**src/rtl/vsg_pkg.sv**
```systemverilog
package vsg_pkg;
  typedef struct packed {
    logic lines625;
    logic field_pin;
  } vsg_cfg_t;
endpackage

```
**src/rtl/vsg_hcount.sv**
```systemverilog
module vsg_hcount #(
  parameter int HW = 10
) (
  input  logic          clk_i,
  input  logic          rst_ni,
  input  logic          clr_i,
  input  logic [HW-1:0] htotal_i,
  output logic [HW-1:0] hcount_o,
  output logic [HW-1:0] hnext_o,
  output logic          eol_o
);
  logic phase_q;

  always_comb begin
    eol_o = phase_q && !clr_i && (hcount_o >= htotal_i);
    if (clr_i)                   hnext_o = HW'(1);
    else if (!phase_q)           hnext_o = hcount_o;
    else if (hcount_o >= htotal_i) hnext_o = HW'(1);
    else                         hnext_o = hcount_o + HW'(1);
  end

  always_ff @(posedge clk_i or negedge rst_ni) begin
    if (!rst_ni) begin
      phase_q  <= 1'b0;
      hcount_o <= HW'(1);
    end else begin
      phase_q  <= clr_i ? 1'b0 : !phase_q;
      hcount_o <= hnext_o;
    end
  end
endmodule

```
**src/rtl/vsg_vcount.sv**
```systemverilog
module vsg_vcount #(
  parameter int VW = 9
) (
  input  logic          clk_i,
  input  logic          rst_ni,
  input  logic          clr_i,
  input  logic          eol_i,
  input  logic [VW-1:0] len_long_i,
  input  logic [VW-1:0] len_short_i,
  output logic [VW-1:0] vline_o,
  output logic          field_o,
  output logic [VW-1:0] vnext_o,
  output logic          fnext_o
);
  logic [VW-1:0] flen;

  always_comb begin
    flen    = field_o ? len_short_i : len_long_i;
    vnext_o = vline_o;
    fnext_o = field_o;
    if (clr_i) begin
      vnext_o = VW'(1);
      fnext_o = 1'b0;
    end else if (eol_i) begin
      if (vline_o >= flen) begin
        vnext_o = VW'(1);
        fnext_o = !field_o;
      end else begin
        vnext_o = vline_o + VW'(1);
      end
    end
  end

  always_ff @(posedge clk_i or negedge rst_ni) begin
    if (!rst_ni) begin
      vline_o <= VW'(1);
      field_o <= 1'b0;
    end else begin
      vline_o <= vnext_o;
      field_o <= fnext_o;
    end
  end
endmodule

```
**src/rtl/vsg_decode.sv**
```systemverilog
module vsg_decode #(
  parameter int HW     = 10,
  parameter int VW     = 9,
  parameter int H_SYNC = 63
) (
  input  logic [HW-1:0] h_i,
  input  logic [VW-1:0] v_i,
  input  logic          f_i,
  input  logic [HW-1:0] half_i,
  input  logic [HW-1:0] ah_first_i,
  input  logic [HW-1:0] ah_last_i,
  input  logic [VW-1:0] av_first_i,
  input  logic [VW-1:0] av_last_i,
  input  logic [VW:0]   vs_halves_i,
  input  logic          field_pin_i,
  output logic          hsync_n_o,
  output logic          vsync_n_o,
  output logic          active_o
);
  logic [VW:0] hidx, vs_start, vs_stop;
  logic        vs_on;

  always_comb begin
    // position in half-lines since field start
    hidx      = {v_i - VW'(1), (h_i > half_i)};
    vs_start  = {{VW{1'b0}}, f_i};
    vs_stop   = vs_start + vs_halves_i;
    vs_on     = (hidx >= vs_start) && (hidx < vs_stop);
    hsync_n_o = !((h_i != '0) && (h_i <= HW'(H_SYNC)));
    vsync_n_o = field_pin_i ? !f_i : !vs_on;
    active_o  = (h_i >= ah_first_i) && (h_i <= ah_last_i) &&
                (v_i >= av_first_i) && (v_i <= av_last_i);
  end
endmodule

```
**src/rtl/video_sync_gen.sv**
```systemverilog
module video_sync_gen #(
  parameter int H_TOTAL_A   = 858,
  parameter int H_TOTAL_B   = 864,
  parameter int H_SYNC      = 63,
  parameter int H_FRONT     = 20,
  parameter int H_ACTIVE    = 720,
  parameter int FRAME_A     = 525,
  parameter int FRAME_B     = 625,
  parameter int V_ACTIVE_A  = 240,
  parameter int V_ACTIVE_B  = 288,
  parameter int VS_HALVES_A = 6,
  parameter int VS_HALVES_B = 5,
  parameter int HW = $clog2(((H_TOTAL_A > H_TOTAL_B) ? H_TOTAL_A : H_TOTAL_B) + 1),
  parameter int VW = $clog2(((FRAME_A > FRAME_B) ? FRAME_A : FRAME_B) / 2 + 2)
) (
  input  logic          clk_i,
  input  logic          rst_ni,
  input  logic          sleep_i,
  input  logic          mode625_i,
  input  logic          field_out_i,
  output logic          hsync_no,
  output logic          vsync_no,
  output logic [HW-1:0] hcount_o,
  output logic [VW-1:0] vline_o,
  output logic          field_o,
  output logic          active_o
);
  import vsg_pkg::*;

  localparam logic [HW-1:0] HT_A    = HW'(H_TOTAL_A);
  localparam logic [HW-1:0] HT_B    = HW'(H_TOTAL_B);
  localparam logic [HW-1:0] AHF_A   = HW'(H_TOTAL_A - H_FRONT - H_ACTIVE + 1);
  localparam logic [HW-1:0] AHF_B   = HW'(H_TOTAL_B - H_FRONT - H_ACTIVE + 1);
  localparam logic [HW-1:0] AHL_A   = HW'(H_TOTAL_A - H_FRONT);
  localparam logic [HW-1:0] AHL_B   = HW'(H_TOTAL_B - H_FRONT);
  localparam logic [VW-1:0] LONG_A  = VW'((FRAME_A + 1) / 2);
  localparam logic [VW-1:0] LONG_B  = VW'((FRAME_B + 1) / 2);
  localparam logic [VW-1:0] SHORT_A = VW'(FRAME_A / 2);
  localparam logic [VW-1:0] SHORT_B = VW'(FRAME_B / 2);
  localparam logic [VW-1:0] AVF_A   = VW'(FRAME_A / 2 - V_ACTIVE_A + 1);
  localparam logic [VW-1:0] AVF_B   = VW'(FRAME_B / 2 - V_ACTIVE_B + 1);
  localparam logic [VW:0]   VSH_A   = (VW+1)'(VS_HALVES_A);
  localparam logic [VW:0]   VSH_B   = (VW+1)'(VS_HALVES_B);

  vsg_cfg_t      cfg_q;
  logic [HW-1:0] htot, half, ah_first, ah_last, hnext;
  logic [VW-1:0] flong, fshort, av_first, vnext;
  logic [VW:0]   vs_halves;
  logic          eol, fnext;
  logic          hs_n_d, vs_n_d, act_d;

  // mode capture while held asleep
  always_ff @(posedge clk_i or negedge rst_ni) begin
    if (!rst_ni)      cfg_q <= '0;
    else if (sleep_i) cfg_q <= '{lines625: mode625_i, field_pin: field_out_i};
  end

  always_comb begin
    htot      = cfg_q.lines625 ? HT_B    : HT_A;
    ah_first  = cfg_q.lines625 ? AHF_B   : AHF_A;
    ah_last   = cfg_q.lines625 ? AHL_B   : AHL_A;
    flong     = cfg_q.lines625 ? LONG_B  : LONG_A;
    fshort    = cfg_q.lines625 ? SHORT_B : SHORT_A;
    av_first  = cfg_q.lines625 ? AVF_B   : AVF_A;
    vs_halves = cfg_q.lines625 ? VSH_B   : VSH_A;
    half      = htot >> 1;
  end

  vsg_hcount #(.HW(HW)) i_hcount (
    .clk_i    (clk_i),
    .rst_ni   (rst_ni),
    .clr_i    (sleep_i),
    .htotal_i (htot),
    .hcount_o (hcount_o),
    .hnext_o  (hnext),
    .eol_o    (eol)
  );

  vsg_vcount #(.VW(VW)) i_vcount (
    .clk_i       (clk_i),
    .rst_ni      (rst_ni),
    .clr_i       (sleep_i),
    .eol_i       (eol),
    .len_long_i  (flong),
    .len_short_i (fshort),
    .vline_o     (vline_o),
    .field_o     (field_o),
    .vnext_o     (vnext),
    .fnext_o     (fnext)
  );

  // decode next position so registered outputs align with the counters
  vsg_decode #(.HW(HW), .VW(VW), .H_SYNC(H_SYNC)) i_decode (
    .h_i         (hnext),
    .v_i         (vnext),
    .f_i         (fnext),
    .half_i      (half),
    .ah_first_i  (ah_first),
    .ah_last_i   (ah_last),
    .av_first_i  (av_first),
    .av_last_i   (fshort),
    .vs_halves_i (vs_halves),
    .field_pin_i (cfg_q.field_pin),
    .hsync_n_o   (hs_n_d),
    .vsync_n_o   (vs_n_d),
    .active_o    (act_d)
  );

  always_ff @(posedge clk_i or negedge rst_ni) begin
    if (!rst_ni) begin
      hsync_no <= 1'b1;
      vsync_no <= 1'b1;
      active_o <= 1'b0;
    end else if (sleep_i) begin
      active_o <= 1'b0;
    end else begin
      hsync_no <= hs_n_d;
      vsync_no <= vs_n_d;
      active_o <= act_d;
    end
  end
endmodule

```
**config.mk**
```make
export PLATFORM = sky130hd
export DESIGN_NAME = video_sync_gen
export DESIGN_NICKNAME = d
export VERILOG_FILES = /design/src/rtl/vsg_pkg.sv /design/src/rtl/vsg_hcount.sv /design/src/rtl/vsg_vcount.sv /design/src/rtl/vsg_decode.sv /design/src/rtl/video_sync_gen.sv
export SDC_FILE = /design/constraint.sdc
export NUM_CORES = 1
export LEC_CHECK = 0
export CAP_MARGIN = 5
export CORE_UTILIZATION = 64
export DETAILED_ROUTE_END_ITERATION = 10
export DONT_BUFFER_PORTS = 1
export MAX_ROUTING_LAYER = met4
export PLACE_DENSITY = 0.81
export SYNTH_ARGS = -nofsm -noshare
export SYNTH_HDL_FRONTEND = slang
export SYNTH_SLANG_ARGS = --single-unit
```
**constraint.sdc**
```tcl
create_clock -name clk_i -period 4.9 [get_ports clk_i]
set_input_delay 0.98 -clock clk_i [delete_from_list [all_inputs] [get_ports clk_i]]
set_output_delay 0.98 -clock clk_i [all_outputs]
set_load 0.01 [all_outputs]
```
==> flow_metrics.env <==
export IMPL_status="finished, final reports clean"
export IMPL_start_kind="flop"
export IMPL_gr_usage_all_layers_pct=33.1
export IMPL_total_power_mw=0.505
export IMPL_synth_area_top_cells="dfrtp_1 (22%), ha_1 (16%), dfstp_2 (4.2%), nor2_1 (3.3%), xnor2_1 (3.1%)"
export IMPL_max_stage_delay_ns=0.60
export IMPL_hold_violations=0
export IMPL_synth_area_um2=2510
export IMPL_utilization_pct=71.5
export IMPL_rsz0062_at_grt="false"
export IMPL_finalMaxSlewViolations=0
export IMPL_clk_pin_slew_ns=0.10
export IMPL_antenna_cells=0
export IMPL_num_vias=2196
export IMPL_cts_setup_buffers=0
export IMPL_die_w_um=64.6
export IMPL_synth_most_common_cell="ha_1"
export IMPL_dr_wl_met3_um=311
export IMPL_root_buffer="clkbuf_8"
export IMPL_tightest_slew_ns=0.731
export IMPL_min_period_ns=4.39
export IMPL_gr_total_overflow=0
export IMPL_avgSynthCellArea_um2=8.99
export IMPL_ir_drop_uv=182
export IMPL_period_share_pct=89.5
export IMPL_grt_antenna_before_repair=0
export IMPL_area_delta_synth_final_pct=5.89
export IMPL_slew_headroom_pct=51.3
export IMPL_wl_per_cell_um=18.9
export IMPL_ant_nets=0
export IMPL_route_met2_wl_mm=2.85
export IMPL_synth_edff_count=0
export IMPL_die_area_um2=4170
export IMPL_pre_cts_ws_ns=0.576
export IMPL_critical_path_class="flop to flop"
export IMPL_p_leak_nw=1.25
export IMPL_cts_repair_resize_count=0
export IMPL_setup_viol=0
export IMPL_h_tree_depth=1
export IMPL_hpwlAfterDp_mm=4.79
export IMPL_fp_dieH_um=64.6
export IMPL_fmax_ghz=0.228
export IMPL_syn_num_nets=317
export IMPL_grt_pass1_vias=2160
export IMPL_first_iter_violations=208
export IMPL_layout_nets=322
export IMPL_place_congestion=0.889
export IMPL_yosys_most_used_dff="dfrtp_1"
export IMPL_ys_seq_area_share_pct=26.1
export IMPL_initial_core_util_pct=67.5
export IMPL_clockBufferDepth=2
export IMPL_io_buffers=0
export IMPL_synthArstFlopShare_pct=100
export IMPL_ios=28
export IMPL_maxCapViolCount=0
export IMPL_worstPathCellList="inv_1 -> ha_1 -> nand2b_4 -> a211o_4 -> a21oi_2 -> and3_1 -> a21oi_1 -> or2_2 -> ha_1 -> o2111ai_1 -> nand3_1 -> ha_1 -> a2111oi_0 -> nand2_1 -> a2111oi_4 -> a221oi_2"
export IMPL_power_density_nw_per_um2=190
export IMPL_cp_data_arrival_time_ns=4.60
export IMPL_drive_gt1_share_pct=12.4
export IMPL_crit_top_cell="ha_1"
export IMPL_drt_pass1_iterations=4
export IMPL_grt_pass1_wl_mm=10.3
export IMPL_crit_path_end_kind="flop"
export IMPL_synth_warning_count=0
export IMPL_numCtsBuffers=3
export IMPL_hp_class="input pin to asynchronous set/reset pin"
export IMPL_synth_fa_ha_area_share_pct=16.5
export IMPL_syn_inst=279
export IMPL_synthMuxAreaShare_pct=1.75
export IMPL_grt_max_degree=30
export IMPL_core_um2=3720
export IMPL_synth_compound_area_share_pct=23.8
export IMPL_setup_tns_ns=0
export IMPL_highest_layer="met4"
export IMPL_path_max_fanout=7
export IMPL_yosysUniqueCellTypes=63
export IMPL_setup_ws_ns=0.514
export IMPL_vias_per_cell=6.63
export IMPL_ys_seq_elements=26
export IMPL_worst_skew_pair_late_latency_ns=0.28
export IMPL_critPathRequiredTime_ns=5.11
export IMPL_cts_tree="yes"
export IMPL_slowest_stage="dfstp_2"
export IMPL_drc=0
export IMPL_ys_top_cells_by_count="ha_1 (33), dfrtp_1 (22), nor2_1 (22)"
export IMPL_synth_area_leader_cell="dfrtp_1"
export IMPL_cts_sinks=26
export IMPL_hold_buffers=0
export IMPL_wl_met1_mm=3.00
export IMPL_clock_skew_ns=0.00471
export IMPL_rows=22
export IMPL_synth_top_cell_area_share_pct=21.9
export IMPL_synth_xor_area_share_pct=3.84
export IMPL_yosys_area_share_simple_pct=24.0
export IMPL_synth_top_family_by_area="simple AND/OR/NAND/NOR gates"
export IMPL_drt_wl_total_mm=6.25
cell usage in the layout, fill, tap and decap left out, drive strengths merged, types with 3 or more instances in the layout:
cell and instances:
nand2 15, nand4b 3, o31ai 3, a31oi 8
nor3 6, or2 5, a21oi 16, ha 33
nand3 9, a21o 5, or3 4, nor2b 4
and2 5, dfstp 4, nor2 23, clkbuf 3
o31a 3, dfrtp 22, o21a 3, xnor2 9
o21ai 11, nand4 8, a2111oi 6, inv 19
a211oi 3, and3 6, buf 6, nand2b 9
o211ai 3
flip-flops by register name (all words and copies together) (netlist names):
signal and cells:
i_hcount.hcount_o 10, vsync_no 1, i_vcount.field_o 1, active_o 1
cfg_q 2, i_vcount.vline_o 9, hsync_no 1, i_hcount.phase_q 1
through the flow:
step / instance area (um^2) / hold slack [ns] / cells
CTS: 2660 / 0.374 / 331
global route: 2660 / 0.365 / 331
floorplan: 2510 / 0.490 / 279
detailed placement: 2580 / 0.510 / 327
finish: 2660 / 0.377 / 331
global placement: 2580 / 0.502 / 327
per-layer routing:
metal / GRT usage [%] / vias up
li1: - / 1053
met1: 47.9 / 1056
met2: 48.9 / 78
met3: 3.35 / 9
met4: 9.72 / 0
met5: - / -
critical path, delay by kind of cell (launching register included):
kind	cells	cell delay, ns
AND/OR/NAND/NOR	5	1.03
buffers and inverters	1	0.09
AO/OA/AOI/OAI	7	1.75
flip-flops	1	0.60
adder cells (fa/ha/maj)	3	0.85
report_power, final:
part | leakage, nW | total [mW] | internal, mW | switching (mW)
logic | 0.873 | 0.0790 | 0.0338 | 0.0452
registers | 0.343 | 0.239 | 0.225 | 0.0135
clock network | 0.0357 | 0.187 | 0.110 | 0.0775
total | 1.25 | 0.505 | 0.369 | 0.136
worst paths after layout:
path / start / end / slack [ns] / cells past startpoint
worst max register to register: i_vcount.vline_o[0] / vsync_no / 0.51 / 16
min in group clk_i: vsync_no / vsync_no / 0.52 / 2
worst min-delay path: rst_ni / i_hcount.hcount_o[1] / 0.38 / 0
max in group asynchronous: rst_ni / hsync_no / 4.35 / 0
worst min register to register: vsync_no / vsync_no / 0.52 / 2
worst max-delay path: i_vcount.vline_o[0] / vsync_no / 0.51 / 16
cell type report:
cell class              instances  area (um^2)
fillers                       294         1060
repair buffers                  6         45.0
clock buffers                   3         41.3
inverters                      19         71.3
flip-flops and latches         26          656
clock inverters                 1         30.0
multi-input cells             228         1750
well taps                      48         60.1
cells by family (layout without fill, tap and decap cells):
family,Yosys count,count (layout)
DFF,26,26
muxes,3,3
AOI/OAI and AO/OA,75,75
adders and majority gates,33,33
xor gates and xnor gates,11,11
buffers and inverters,25,29
and+or+nand+nor,106,106
Power figures use the tool's default switching activity.
